`src/rtl/nand_tim_pkg.sv`:
```
package nand_tim_pkg;
  localparam int unsigned TDW       = 32;
  localparam int unsigned NFIELD    = 6;
  localparam int unsigned PS_PER_NS = 1000;
  localparam int unsigned RC_MIN_PS = 30000;
  localparam int unsigned LATCH_SAT = 15;
  localparam int unsigned BYTE_SAT  = 255;

  typedef enum logic [2:0] {
    F_AR   = 3'd0,
    F_CLR  = 3'd1,
    F_HIZ  = 3'd2,
    F_HOLD = 3'd3,
    F_WAIT = 3'd4,
    F_SET  = 3'd5
  } field_e;

  function automatic logic [TDW-1:0] umax(input logic [TDW-1:0] a, input logic [TDW-1:0] b);
    return (a > b) ? a : b;
  endfunction

  // Applies the per-field offset / floor / saturation rule to a ceiling count.
  function automatic logic [7:0] field_rule(input field_e f, input logic [TDW-1:0] c);
    logic [TDW-1:0] m1;
    logic [7:0]     r;
    m1 = c - TDW'(1);
    case (f)
      F_AR, F_CLR: r = (m1 > TDW'(LATCH_SAT)) ? 8'(LATCH_SAT) : m1[7:0];
      F_HIZ:       r = c[7:0];
      F_HOLD:      r = (c == '0) ? 8'd1 : ((c > TDW'(BYTE_SAT)) ? 8'(BYTE_SAT) : c[7:0]);
      default:     r = (m1 == '0) ? 8'd1 : ((m1 > TDW'(BYTE_SAT)) ? 8'(BYTE_SAT) : m1[7:0]);
    endcase
    return r;
  endfunction
endpackage

```
`src/rtl/nand_tim_div.sv`:
```
module nand_tim_div #(
  parameter int W = 32
) (
  input  logic         clk,
  input  logic         rst,
  input  logic         go,
  input  logic [W-1:0] dividend,
  input  logic [W-1:0] divisor,
  output logic         valid,
  output logic [W-1:0] quotient
);
  localparam int CW = $clog2(W + 1);

  logic [CW-1:0] cnt;
  logic          busy;
  logic [W-1:0]  rem;
  logic [W-1:0]  quo;
  logic [W-1:0]  dvs;
  logic [W:0]    trial;
  logic [W:0]    diff;

  always_comb begin
    trial = {rem, quo[W-1]};
    diff  = trial - {1'b0, dvs};
  end

  always_ff @(posedge clk) begin
    if (rst) begin
      busy  <= 1'b0;
      valid <= 1'b0;
      cnt   <= '0;
      rem   <= '0;
      quo   <= '0;
      dvs   <= '0;
    end else begin
      valid <= 1'b0;
      if (go && !busy) begin
        rem  <= '0;
        quo  <= dividend;
        dvs  <= divisor;
        cnt  <= CW'(W);
        busy <= 1'b1;
      end else if (busy) begin
        if (!diff[W]) begin
          rem <= diff[W-1:0];
          quo <= {quo[W-2:0], 1'b1};
        end else begin
          rem <= trial[W-1:0];
          quo <= {quo[W-2:0], 1'b0};
        end
        cnt <= cnt - CW'(1);
        if (cnt == CW'(1)) begin
          busy  <= 1'b0;
          valid <= 1'b1;
        end
      end
    end
  end

  assign quotient = quo;
endmodule

```
`src/rtl/nand_tim_pack.sv`:
```
module nand_tim_pack #(
  parameter int DW = 32
) (
  input  logic [7:0]    f_ar,
  input  logic [7:0]    f_clr,
  input  logic [7:0]    f_hiz,
  input  logic [7:0]    f_hold,
  input  logic [7:0]    f_wait,
  input  logic [7:0]    f_set,
  input  logic          bus16,
  output logic [DW-1:0] ctrl,
  output logic [DW-1:0] tim
);
  localparam int POS_SET  = 0;
  localparam int POS_WAIT = 8;
  localparam int POS_HOLD = 16;
  localparam int POS_HIZ  = 24;
  localparam int POS_W16  = 4;
  localparam int POS_CLR  = 9;
  localparam int POS_AR   = 13;
  localparam logic [DW-1:0] CTRL_FIXED = DW'(32'h0000_000E);

  always_comb begin
    tim  = (DW'(f_set) << POS_SET) | (DW'(f_wait) << POS_WAIT)
         | (DW'(f_hold) << POS_HOLD) | (DW'(f_hiz) << POS_HIZ);
    ctrl = CTRL_FIXED | (DW'(bus16) << POS_W16)
         | (DW'(f_clr) << POS_CLR) | (DW'(f_ar) << POS_AR);
  end
endmodule

```
`src/rtl/nand_tim_conv.sv`:
```
module nand_tim_conv
  import nand_tim_pkg::*;
#(
  parameter int PW = 8
) (
  input  logic           clk,
  input  logic           rst,
  input  logic           start,
  input  logic [PW-1:0]  period_ns,
  input  logic           bus16,
  input  logic [TDW-1:0] t_rc_min,
  input  logic [TDW-1:0] t_ar_min,
  input  logic [TDW-1:0] t_clr_min,
  input  logic [TDW-1:0] t_cs_min,
  input  logic [TDW-1:0] t_wp_min,
  input  logic [TDW-1:0] t_dh_min,
  input  logic [TDW-1:0] t_ch_min,
  input  logic [TDW-1:0] t_clh_min,
  input  logic [TDW-1:0] t_wh_min,
  input  logic [TDW-1:0] t_alh_min,
  input  logic [TDW-1:0] t_reh_min,
  input  logic [TDW-1:0] t_rp_min,
  input  logic [TDW-1:0] t_cea_max,
  input  logic [TDW-1:0] t_rea_max,
  output logic [TDW-1:0] ctrl_word,
  output logic [TDW-1:0] tim_word,
  output logic           done,
  output logic           unsupported
);
  localparam int IW = $clog2(NFIELD);

  typedef enum logic [1:0] {S_IDLE, S_ISSUE, S_WAIT} state_e;

  state_e         state;
  logic [IW-1:0]  idx;
  logic           ph;
  logic           fin;
  logic [TDW-1:0] ns_q;
  logic [PW-1:0]  per_q;
  logic           w16_q;
  logic [TDW-1:0] src_in [NFIELD];
  logic [TDW-1:0] src_q  [NFIELD];
  logic [7:0]     f_q    [NFIELD];
  logic [TDW-1:0] div_a;
  logic [TDW-1:0] div_b;
  logic           div_valid;
  logic [TDW-1:0] div_q;
  logic [TDW-1:0] ctrl_n;
  logic [TDW-1:0] tim_n;

  // Picosecond operand of each field, formed once at start.
  always_comb begin
    src_in[F_AR]   = t_ar_min;
    src_in[F_CLR]  = t_clr_min;
    src_in[F_HIZ]  = t_cs_min - t_wp_min;
    src_in[F_HOLD] = umax(umax(umax(t_dh_min, t_ch_min), umax(t_clh_min, t_wh_min)),
                          umax(t_alh_min, t_reh_min));
    src_in[F_WAIT] = umax(t_rp_min, t_wp_min);
    src_in[F_SET]  = umax(t_cs_min - t_wp_min, t_cea_max - t_rea_max);
  end

  // Phase 0: ps -> ns; phase 1: ceiling by the clock period.
  always_comb begin
    if (ph) begin
      div_a = ns_q + TDW'(per_q) - TDW'(1);
      div_b = TDW'(per_q);
    end else begin
      div_a = src_q[idx];
      div_b = TDW'(PS_PER_NS);
    end
  end

  nand_tim_div #(.W(TDW)) u_div (
    .clk      (clk),
    .rst      (rst),
    .go       (state == S_ISSUE),
    .dividend (div_a),
    .divisor  (div_b),
    .valid    (div_valid),
    .quotient (div_q)
  );

  nand_tim_pack #(.DW(TDW)) u_pack (
    .f_ar   (f_q[F_AR]),
    .f_clr  (f_q[F_CLR]),
    .f_hiz  (f_q[F_HIZ]),
    .f_hold (f_q[F_HOLD]),
    .f_wait (f_q[F_WAIT]),
    .f_set  (f_q[F_SET]),
    .bus16  (w16_q),
    .ctrl   (ctrl_n),
    .tim    (tim_n)
  );

  always_ff @(posedge clk) begin
    if (rst) begin
      state       <= S_IDLE;
      idx         <= '0;
      ph          <= 1'b0;
      fin         <= 1'b0;
      ns_q        <= '0;
      per_q       <= '0;
      w16_q       <= 1'b0;
      done        <= 1'b0;
      unsupported <= 1'b0;
      ctrl_word   <= '0;
      tim_word    <= '0;
    end else begin
      done <= 1'b0;
      fin  <= 1'b0;
      if (fin) begin
        ctrl_word   <= ctrl_n;
        tim_word    <= tim_n;
        done        <= 1'b1;
        unsupported <= 1'b0;
      end
      case (state)
        S_IDLE: begin
          if (start) begin
            if (t_rc_min < TDW'(RC_MIN_PS)) begin
              done        <= 1'b1;
              unsupported <= 1'b1;
            end else begin
              per_q <= period_ns;
              w16_q <= bus16;
              idx   <= '0;
              ph    <= 1'b0;
              state <= S_ISSUE;
            end
          end
        end
        S_ISSUE: state <= S_WAIT;
        default: begin
          if (div_valid) begin
            if (!ph) begin
              ns_q  <= div_q;
              ph    <= 1'b1;
              state <= S_ISSUE;
            end else if (idx == IW'(NFIELD - 1)) begin
              fin   <= 1'b1;
              state <= S_IDLE;
            end else begin
              idx   <= idx + IW'(1);
              ph    <= 1'b0;
              state <= S_ISSUE;
            end
          end
        end
      endcase
    end
  end

  // Operand and field storage: no reset needed, written before use.
  for (genvar g = 0; g < NFIELD; g++) begin : g_field
    always_ff @(posedge clk) begin
      if (state == S_IDLE && start)
        src_q[g] <= src_in[g];
      if (state == S_WAIT && div_valid && ph && idx == IW'(g))
        f_q[g] <= field_rule(field_e'(g), div_q);
    end
  end
endmodule

```
`config.mk`:
```
export PLATFORM = sky130hd
export DESIGN_NAME = nand_tim_conv
export DESIGN_NICKNAME = d
export VERILOG_FILES = /design/src/rtl/nand_tim_pkg.sv /design/src/rtl/nand_tim_div.sv /design/src/rtl/nand_tim_pack.sv /design/src/rtl/nand_tim_conv.sv
export SDC_FILE = /design/constraint.sdc
export NUM_CORES = 1
export LEC_CHECK = 0
export ABC_AREA = 1
export CAP_MARGIN = 20
export CORE_MARGIN = 1.5
export CORE_UTILIZATION = 60
export CTS_BUF_LIST = sky130_fd_sc_hd__clkbuf_2
export CTS_CLUSTER_SIZE = 14
export DETAILED_ROUTE_END_ITERATION = 8
export DONT_BUFFER_PORTS = 1
export GPL_TIMING_DRIVEN = 0
export PLACE_DENSITY = 0.86
export REMOVE_ABC_BUFFERS = 1
export SLEW_MARGIN = 20
export SYNTH_ARGS = -nofsm -noshare
export SYNTH_HDL_FRONTEND = slang
export SYNTH_SLANG_ARGS = --single-unit
```
`constraint.sdc`:
```
create_clock -name clk -period 28 [get_ports clk]
set_clock_uncertainty 0.1 [all_clocks]
set_input_delay 2.8 -clock clk [delete_from_list [all_inputs] [get_ports clk]]
set_output_delay 2.8 -clock clk [all_outputs]
set_load 0.1 [all_outputs]
```
Word level (Yosys, flattened, before mapping)
Memories as Yosys holds them, arrays and structs flattened. A register that Yosys moved wholly into a read port is not among the register bits.
Cells that the tools add are included.
{"block": "op_classes", "n_addsub": 8, "order_cmp": 11, "n_eq_ne": 11, "n_mux": 87, "bitwise": 11, "n_reduce_logical": 33}
{"op": "$mux W32", "n": 11}
{"op": "$gt A32 B32 Y1", "n": 7}
{"op": "$mux W8", "n": 16}
{"op": "$gt A32 B8 Y1 const B", "n": 2}
{"op": "$logic_not A32 Y1", "n": 2}
{"op": "$sub A32 B1 Y32 const B", "n": 2}
{"op": "$sub A32 B32 Y32", "n": 2}
{"op": "$reduce_or A8 Y1", "n": 5}
{"op": "$mux W1", "n": 39}
{"op": "$mux W3", "n": 12}
{"op": "$sub A33 B32 Y33", "n": 1}
{"op": "$add A32 B8 Y32", "n": 1}
{"op": "$gt A32 B4 Y1 const B", "n": 1}
{"op": "$lt A32 B15 Y1 const B", "n": 1}
{"op": "$or A32 B24 Y32", "n": 1}
{"op": "$or A32 B32 Y32", "n": 1}
{"op": "$or A17 B21 Y21", "n": 1}
{"op": "$or A5 B17 Y17", "n": 1}
{"op": "$or A8 B16 Y16", "n": 1}
{"op": "$mux W6", "n": 2}
{"op": "$logic_and A1 B1 Y1", "n": 10}
{"op": "$mux W10", "n": 1}
{"op": "$reduce_and A3 Y1", "n": 3}
{"op": "$eq A3 B2 Y1 const B", "n": 2}
{"op": "other kinds (23)", "n": 36}
{"block": "word_totals", "regBits": 218, "ram_bits": 240, "inputBits": 460, "out_inout_bits": 66, "elab_cells": 181, "memories": 2}
{"name": "src_q", "depth": 6, "word_bits": 32, "read_ports": 1, "rd_clocked_by_memory_dff": 1, "write_ports": 6, "line_no": "nand_tim_conv.sv:42", "text": "logic [TDW-1:0] src_q [NFIELD];"}
{"name": "f_q", "depth": 6, "word_bits": 8, "read_ports": 6, "rd_clocked_by_memory_dff": 0, "write_ports": 1, "line_no": "nand_tim_conv.sv:43", "text": "logic [7:0] f_q [NFIELD];"}

Depth between registers and ports, before layout
Gate-level depths: netlist of run 1.
{"block": "logic_depth", "ltp_word": 12, "mapped_depth": 45, "depth_no_buf": 42}

Modules after synthesis
A second synthesis of run 1 with hierarchy kept.
{"block": "unflattened", "cells_unflattened": 5227, "area_unflattened_um2": 36573.8}
{"mod": "nand_tim_conv", "n_inst": 1, "cells_each": 3970, "area_each_um2": 28805.1}
{"mod": "nand_tim_div", "n_inst": 1, "cells_each": 1183, "area_each_um2": 7265.7}
{"mod": "nand_tim_pack", "n_inst": 1, "cells_each": 74, "area_each_um2": 503.0}

Worst setup path before layout of run 1
No wires, ideal clock.
{"block": "synth_path", "path_kind": "input-to-reg", "start": "input port start", "end": "register w16_q", "t_arrival_ns": 12.973, "t_required_ns": 27.769, "setup_slack_ns": 14.796, "stages": 6, "path_cell_list": "inv_1 > nor2_1 > nand2_1 > buf_2 > o21ai_0 > nor2_1"}
{"block": "synth_via", "elab_chain_len": 1}
{"item": "start: declaration", "line_no": "nand_tim_conv.sv:8", "text": "input logic start,"}
{"item": "$reduce_and A3 Y1 (no source line)"}
{"item": "end signal: assignment", "line_no": "nand_tim_conv.sv:125", "text": "w16_q <= bus16;"}
{"item": "end: declaration", "line_no": "nand_tim_conv.sv:40", "text": "logic w16_q;"}
No other way between the ends.
A chain may end at the register's enable or synchronous reset.

==> flow_summary.ini, run 1 <==
[clocking]
cell_chosen_for_the_clock_root = sky130_fd_sc_hd__clkbuf_2
postCtsSetupRepairBufs = 0
clk-insertion-delay-late_ns = 1.17
postCtsResizedCells = 0
cts.sinks = 420
cts_made_buffers = 106
cts_tree = yes
cts_hold_repair.buffers = 0
maximum_clock_path_buffer_count = 3
cts.reportedPaths.clkPinSlew_ns = 0.11
h_tree_levels = 3

[final_layout]
utilization_after_layout = 0.642
stdcell_count = 5427
num-fill-cells = 4950
multi_input_comb_area_um2 = 19300
final_layout_size_suffix_gt1_frac = 0.0507
final-seq-area_um2 = 10800
syn_to_final_growth_pct = 5.32
fin_nets = 5420

[setup_path]
max_stage_delay_ns = 1.10
cp_max_fo = 33
criticalPathCategory = input port to register
setup.worst_path.start_class = input port
worstPathArrival_ns = 11.96
critical_path.slowest_cell = sky130_fd_sc_hd__clkinv_1
path_common_cell = sky130_fd_sc_hd__nand2_1
endpoint_kind = register
timing.critical_path.required_ns = 28.73

[floorplanning]
die_x_um = 237
floorplan.rows = 85
core_box_area_um2 = 54000
top_level_ports = 526
die_area_um2 = 56300
initial_core_util = 0.609
die_h_um = 237

[grt]
grt_max_degree = 79
grt_pass1_wl_um = 160000
global_route.usage.total = 0.363
grt_pass1_vias = 29361
grt_overflow = 0
antenna_found_initial = 32

[status]
run_status = complete, no violations

[power]
p_comb_frac = 0.411
power.switching_fraction = 0.422
pwr-share-clk = 0.211
power.net_switching_w = 0.000840
power_density_nw_per_um2 = 57.5
power_report.internal_total_w = 0.00115
vdd_ir_drop_max_mv = 0.0427
leakage_power_nw = 16.7
pwr-share-seq = 0.379

[sta]
min_period_ns = 11.23
relSlewSlack = 0.252
grt_setup_unrepaired = no
report.final.setup_viol = 0
tightest_slew_ns = 1.11
timing.fmax_ghz = 0.0890
timing.final.crit_share = 0.401
slew_viol_final = 0
hold_viol = 0
setup-tns-final_ns = 0

[synth]
synth_seq_cells = 420
post_synth_inst_count = 4628
sequential_fraction_of_the_synthesis_area = 0.328
synth.lib_cells_used.distinct = 56
syn_area_um2 = 32900
synth_edf_count = 240
synth_top_area_cell = sky130_fd_sc_hd__edfxtp_1
ys_top_cells_by_count = sky130_fd_sc_hd__nand2_1, sky130_fd_sc_hd__inv_1, sky130_fd_sc_hd__nor2_1, sky130_fd_sc_hd__nand3_1, sky130_fd_sc_hd__a21oi_1
synth_top_area_frac = 0.219
yosys_warnings = 0
syn_area_per_cell_um2 = 7.11
synth_most_common_cell = sky130_fd_sc_hd__nand2_1
postSynth.asyncResetShare = 0
post_synth_main_area_contributors = sky130_fd_sc_hd__edfxtp_1, sky130_fd_sc_hd__ha_1, sky130_fd_sc_hd__nand2_1
dominantRegCellSynth = sky130_fd_sc_hd__edfxtp_1

[hold_path]
hold_path_class = register to register

[place]
placement.io_buffers = 0
gp_congestion = 1.02
place.detailed.instances = 5198
dp.final_hpwl_um = 84100

[drt]
first_iter_violations = 3213
postRouteAntennaNets = 0
num_vias = 32103
drt-total-wl_um = 105000
drtPass1Iterations = 7
via_per_inst = 5.92
route.detailed.drc = 0
avgRoutedWirePerCell_um = 19.3

[flow_run]
maximum_capacitance_violations = 0
[path summary, 6_finish.rpt]
path / start / cells past startpoint / slack, ns / to
min: f_q[0][3] / 2 / 0.36 / ctrl_word[16]
max: t_ch_min[30] / 31 / 16.77 / src_q[3][19]
min reg2reg: f_q[0][3] / 2 / 0.36 / ctrl_word[16]
max reg2reg: state[0] / 10 / 24.41 / u_div.quotient[16]
[power by group through the flow]
stage	Clock, W	Combinational, W	Sequential (W)
final	0.000419	0.000818	0.000754
after CTS	0.000426	0.000800	0.000753
after global placement	0	0.000767	0.000778
after detailed placement	0	0.000794	0.000767
after floorplan	0	0.000576	0.000767
after global routing	0.000456	0.000914	0.000759
[layout by cell type, fill, tap and decap left out, types with 45 or more instances in the layout]
| cell type | n |
|---|---|
| sky130_fd_sc_hd__and2_1 | 65 |
| sky130_fd_sc_hd__nor2_1 | 493 |
| sky130_fd_sc_hd__a21oi_1 | 350 |
| sky130_fd_sc_hd__inv_1 | 559 |
| sky130_fd_sc_hd__o22ai_1 | 57 |
| sky130_fd_sc_hd__edfxtp_1 | 240 |
| sky130_fd_sc_hd__nand2_1 | 1019 |
| sky130_fd_sc_hd__nand3_1 | 376 |
| sky130_fd_sc_hd__ha_1 | 344 |
| sky130_fd_sc_hd__nand4_1 | 45 |
| sky130_fd_sc_hd__clkbuf_2 | 148 |
| sky130_fd_sc_hd__nor3_1 | 53 |
| sky130_fd_sc_hd__xor2_1 | 67 |
| sky130_fd_sc_hd__o21ai_0 | 334 |
| sky130_fd_sc_hd__dfxtp_1 | 174 |
[logic make-up after synthesis]
kind of cell             count (synthesis)  synth area share
flip-flops                             420             0.328
adder cells (fa/ha/maj)                348             0.133
AO/OA/AOI/OAI                          880             0.146
AND/OR/NAND/NOR                       2147             0.279
buffers and inverters                  740            0.0887
XOR/XNOR                                91            0.0242
other                                    1          0.000114
multiplexers                             1          0.000304
[per-layer routing]
| metal | track usage | vias up | routed length (µm) | share of wire |
|---|---|---|---|---|
| li1 | - | 15544 | - | - |
| met1 | 0.463 | 14610 | 42400 | 0.40 |
| met2 | 0.563 | 1626 | 46400 | 0.44 |
| met3 | 0.0823 | 319 | 9510 | 0.091 |
| met4 | 0.221 | 4 | 6560 | 0.062 |
| met5 | 0 | - | 17 | 0.00016 |
[sequential cells by signal, summed over array words and instances, names as in the netlist, named ones only]
name / count
per_q: 8
idx: 3
w16_q: 1
u_div.quotient: 32
fin: 1
done: 1
f_q: 48
ph: 1
src_q: 192
tim_word: 32
ns_q: 32
u_div.rem: 32
ctrl_word: 14
u_div.dvs: 9
u_div.busy: 1
state: 2
u_div.valid: 1
u_div.cnt: 6
unsupported: 1
[area by class of cell]
cell class | instances | area share
diodes | 33 | 0.00238
clock buffers | 148 | 0.0214
clock inverters | 46 | 0.00697
inverters | 571 | 0.0621
multi-input cells | 3491 | 0.558
flip-flops and latches | 420 | 0.312
well taps | 696 | 0.0251
repair buffers | 22 | 0.0123
[stage by stage]
stage                     setup slack [ns]  power [W]  hold WS [ns]  area (µm²)
after detailed placement             15.54    0.00156         0.356       33500
after CTS                            16.75    0.00198         0.341       34500
after global routing                 16.38    0.00213         0.352       34600
final                                16.77    0.00199         0.360       34700
after global placement                8.22    0.00154         0.343       33100
after floorplan                      13.94    0.00134         0.336       32200
[worst max-delay path: cells and delay by family]
kind / cells / cell delay, ns
AOI/OAI and AO/OA: 4 / 0.68
adders and majority gates: 3 / 0.70
buffers and inverters: 6 / 2.12
and+or+nand+nor: 18 / 5.56
Note: power is estimated with default switching activity, not from simulation.
==> run 2: changes to the inputs <==
ABC_AREA = 0   (was 1)
PLACE_DENSITY = 0.89   (was 0.86)
clock period = 9.6 ns   (was 28 ns; I/O delays follow)
==> run 2 against run 1 <==
Effect of this change:
- die area fell by 8.5%
- via count is 19% lower
- non-clock buffer count up 156
- worst setup slack got worse by 16 ns
- synthesized area fell by 8.6%
- critical path depth grew 1
- clock-buffer cell count decreased by 1
- largest cell class unchanged
- first-iteration DRC count is 34% lower
- routed wire length fell by 9.3%
- total power rose to 2.7 times the previous value
- combinational power grew 140%
- synthesized cell count decreased by 31%
==> flow_summary.ini, run 2 <==
[final_layout]
fin_nets = 4162
syn_to_final_growth_pct = 12.0
post-route-cell-area_um2 = 33700
largest-register = src_q
largest_register_ff_count = 192
utilization_after_layout = 0.684
num-fill-cells = 3624
final_layout_size_suffix_gt1_frac = 0.0949
most_frequent_cells_in_the_layout = sky130_fd_sc_hd__ha_1, sky130_fd_sc_hd__inv_1, sky130_fd_sc_hd__a21oi_1, sky130_fd_sc_hd__nor2_1, sky130_fd_sc_hd__edfxtp_1
multi_input_comb_area_um2 = 17600
final-seq-area_um2 = 10800
layout_commonest_cell = sky130_fd_sc_hd__ha_1
largestRegisters = src_q (192), f_q (48)
stdcell_count = 4143

[drt]
drt-total-wl_um = 95100
drtPass1Iterations = 5
via_per_inst = 6.24
avgRoutedWirePerCell_um = 23.0
first_iter_violations = 2108
highest_layer = met5
route.detailed.drc = 0
met3RoutedLength_um = 9150
routed_length_on_met2_um = 44700
met1_length_um = 33800
postRouteAntennaNets = 0
num_vias = 25860

[flow_run]
maximum_capacitance_violations = 0

[sta]
setup_slack_ns = 0.724
setup-tns-final_ns = 0
grt_setup_unrepaired = no
tightest_slew_ns = 1.10
timing.fmax_ghz = 0.113
timing.final.crit_share = 0.925
relSlewSlack = 0.264
hold_viol = 0
report.final.setup_viol = 0
slew_viol_final = 0
min_period_ns = 8.88

[floorplanning]
core_box_area_um2 = 49300
die_x_um = 227
top_level_ports = 526
die_area_um2 = 51500
initial_core_util = 0.611
floorplan.rows = 81
die_h_um = 227

[place]
preCtsSetupSlack_ns = -0.128
dp.final_hpwl_um = 71000
gp_congestion = 1.04
place.detailed.instances = 3761
placement.cell_area_um2 = 31100
placement.io_buffers = 0

[synth]
dominantRegCellSynth = sky130_fd_sc_hd__edfxtp_1
ys_top_cells_by_count = sky130_fd_sc_hd__ha_1, sky130_fd_sc_hd__inv_1, sky130_fd_sc_hd__a21oi_1, sky130_fd_sc_hd__nor2_1, sky130_fd_sc_hd__edfxtp_1
post_synth_inst_count = 3190
syn_area_um2 = 30100
sequential_fraction_of_the_synthesis_area = 0.359
synth_most_common_cell = sky130_fd_sc_hd__ha_1
synth.lib_cells_used.distinct = 76
synth_seq_cells = 420
syn_area_per_cell_um2 = 9.43
synth_top_area_cell = sky130_fd_sc_hd__edfxtp_1
synth_top_area_frac = 0.240
synth_edf_count = 240
post_synth_main_area_contributors = sky130_fd_sc_hd__edfxtp_1, sky130_fd_sc_hd__ha_1, sky130_fd_sc_hd__dfxtp_1
postSynth.asyncResetShare = 0
yosys_warnings = 0

[grt]
grt_max_degree = 143
grt_pass1_vias = 25272
global_route.usage.total = 0.360
antenna_found_initial = 28
grt_pass1_wl_um = 141000
grt_overflow = 0

[clocking]
cts_made_buffers = 103
maximum_clock_path_buffer_count = 3
cts.reportedPaths.clkPinSlew_ns = 0.12
postCtsSetupRepairBufs = 0
cts.sinks = 420
cell_chosen_for_the_clock_root = sky130_fd_sc_hd__clkbuf_2
clk-insertion-delay-late_ns = 1.17
cts_tree = yes
h_tree_levels = 3

[hold_path]
hold_path_class = input port to register

[setup_path]
max_stage_delay_ns = 0.70
setup.worst_path.start_class = input port
worstPathArrival_ns = 9.65
timing.critical_path.required_ns = 10.37
cp_max_fo = 17
ff2ff_setup_slack_ns = 5.26
criticalPathCategory = input port to register
path_common_cell = sky130_fd_sc_hd__o21ai_0
endpoint_kind = register
critical_path.slowest_cell = sky130_fd_sc_hd__a21oi_4

[power]
vdd_ir_drop_max_mv = 0.0825
leakage_power_nw = 14.7
power_density_nw_per_um2 = 160

[status]
run_status = complete, no violations
[run 2: changes by cell type in the layout (fill, tap and decap cells not counted), sizes merged, moves of 151 or more]
cell / previous run / this run
mux2i: 1 / 219
o21ai: 343 / 144
dlygate4sd3: 0 / 151
nor2: 506 / 249
nand2: 1032 / 206
nand3: 380 / 43
inv: 569 / 337
[run 2: logic make-up (layout without fill, tap and decap cells)]
family,Yosys count,after routing,synth area share
other,1,69,0.000125
multiplexers,317,317,0.122
buffers and inverters,476,697,0.0620
AO/OA/AOI/OAI,751,751,0.157
AND/OR/NAND/NOR,757,757,0.119
flip-flops,420,420,0.359
XOR/XNOR,120,120,0.0349
adder cells (fa/ha/maj),348,348,0.146
[run 2: per-layer routing]
metal  up-vias  track usage
li1      11953            -
met1     12161        0.395
met2      1384        0.591
met3       350       0.0999
met4        12        0.278
met5         -            0
[run 2: repair_timing]
item	CTS	global route
resized for setup	0	0
hold buffers	152	0
endpoints found under the hold margin	253	0
[run 2: final cells by class]
cell class              count  share of cell area
clock inverters            38             0.00676
inverters                 334              0.0372
repair buffers            178              0.0616
well taps                 664              0.0247
diodes                     45             0.00334
multi-input cells        2317               0.523
clock buffers             147              0.0218
flip-flops and latches    420               0.321
[run 2: power by group]
part / leakage, nW / switching [W] / internal [W] / total, W
registers: 3.79 / 0.0000985 / 0.00210 / 0.00220
clock network: 0.724 / 0.000783 / 0.000476 / 0.00126
logic: 10.1 / 0.00110 / 0.000834 / 0.00193
total: 14.7 / 0.00198 / 0.00341 / 0.00540
[run 2: metrics by stage]
step | total power [W] | hold WS, ns
final | 0.00540 | 0.0751
after global routing | 0.00568 | 0.0237
after CTS | 0.00534 | 0.000532
after detailed placement | 0.00403 | 0.344
after global placement | 0.00397 | 0.337
after floorplan | 0.00356 | 0.326
[run 2: path summary, 6_finish.rpt]
path,from,endpoint,cells past startpoint
setup / recovery,t_wh_min[15],src_q[3][21],32
hold / removal,t_rp_min[18],src_q[4][18],1
setup reg to reg,per_q[4],u_div.quotient[31],14
hold reg to reg,u_div.dvs[2],u_div.dvs[2],2
[run 2: worst max-delay path, delay by kind of cell]
family	cells	cell delay (ns)
AOI/OAI and AO/OA	15	4.28
buffers and inverters	7	1.28
and+or+nand+nor	4	1.10
muxes	3	1.12
adders and majority gates	3	0.84
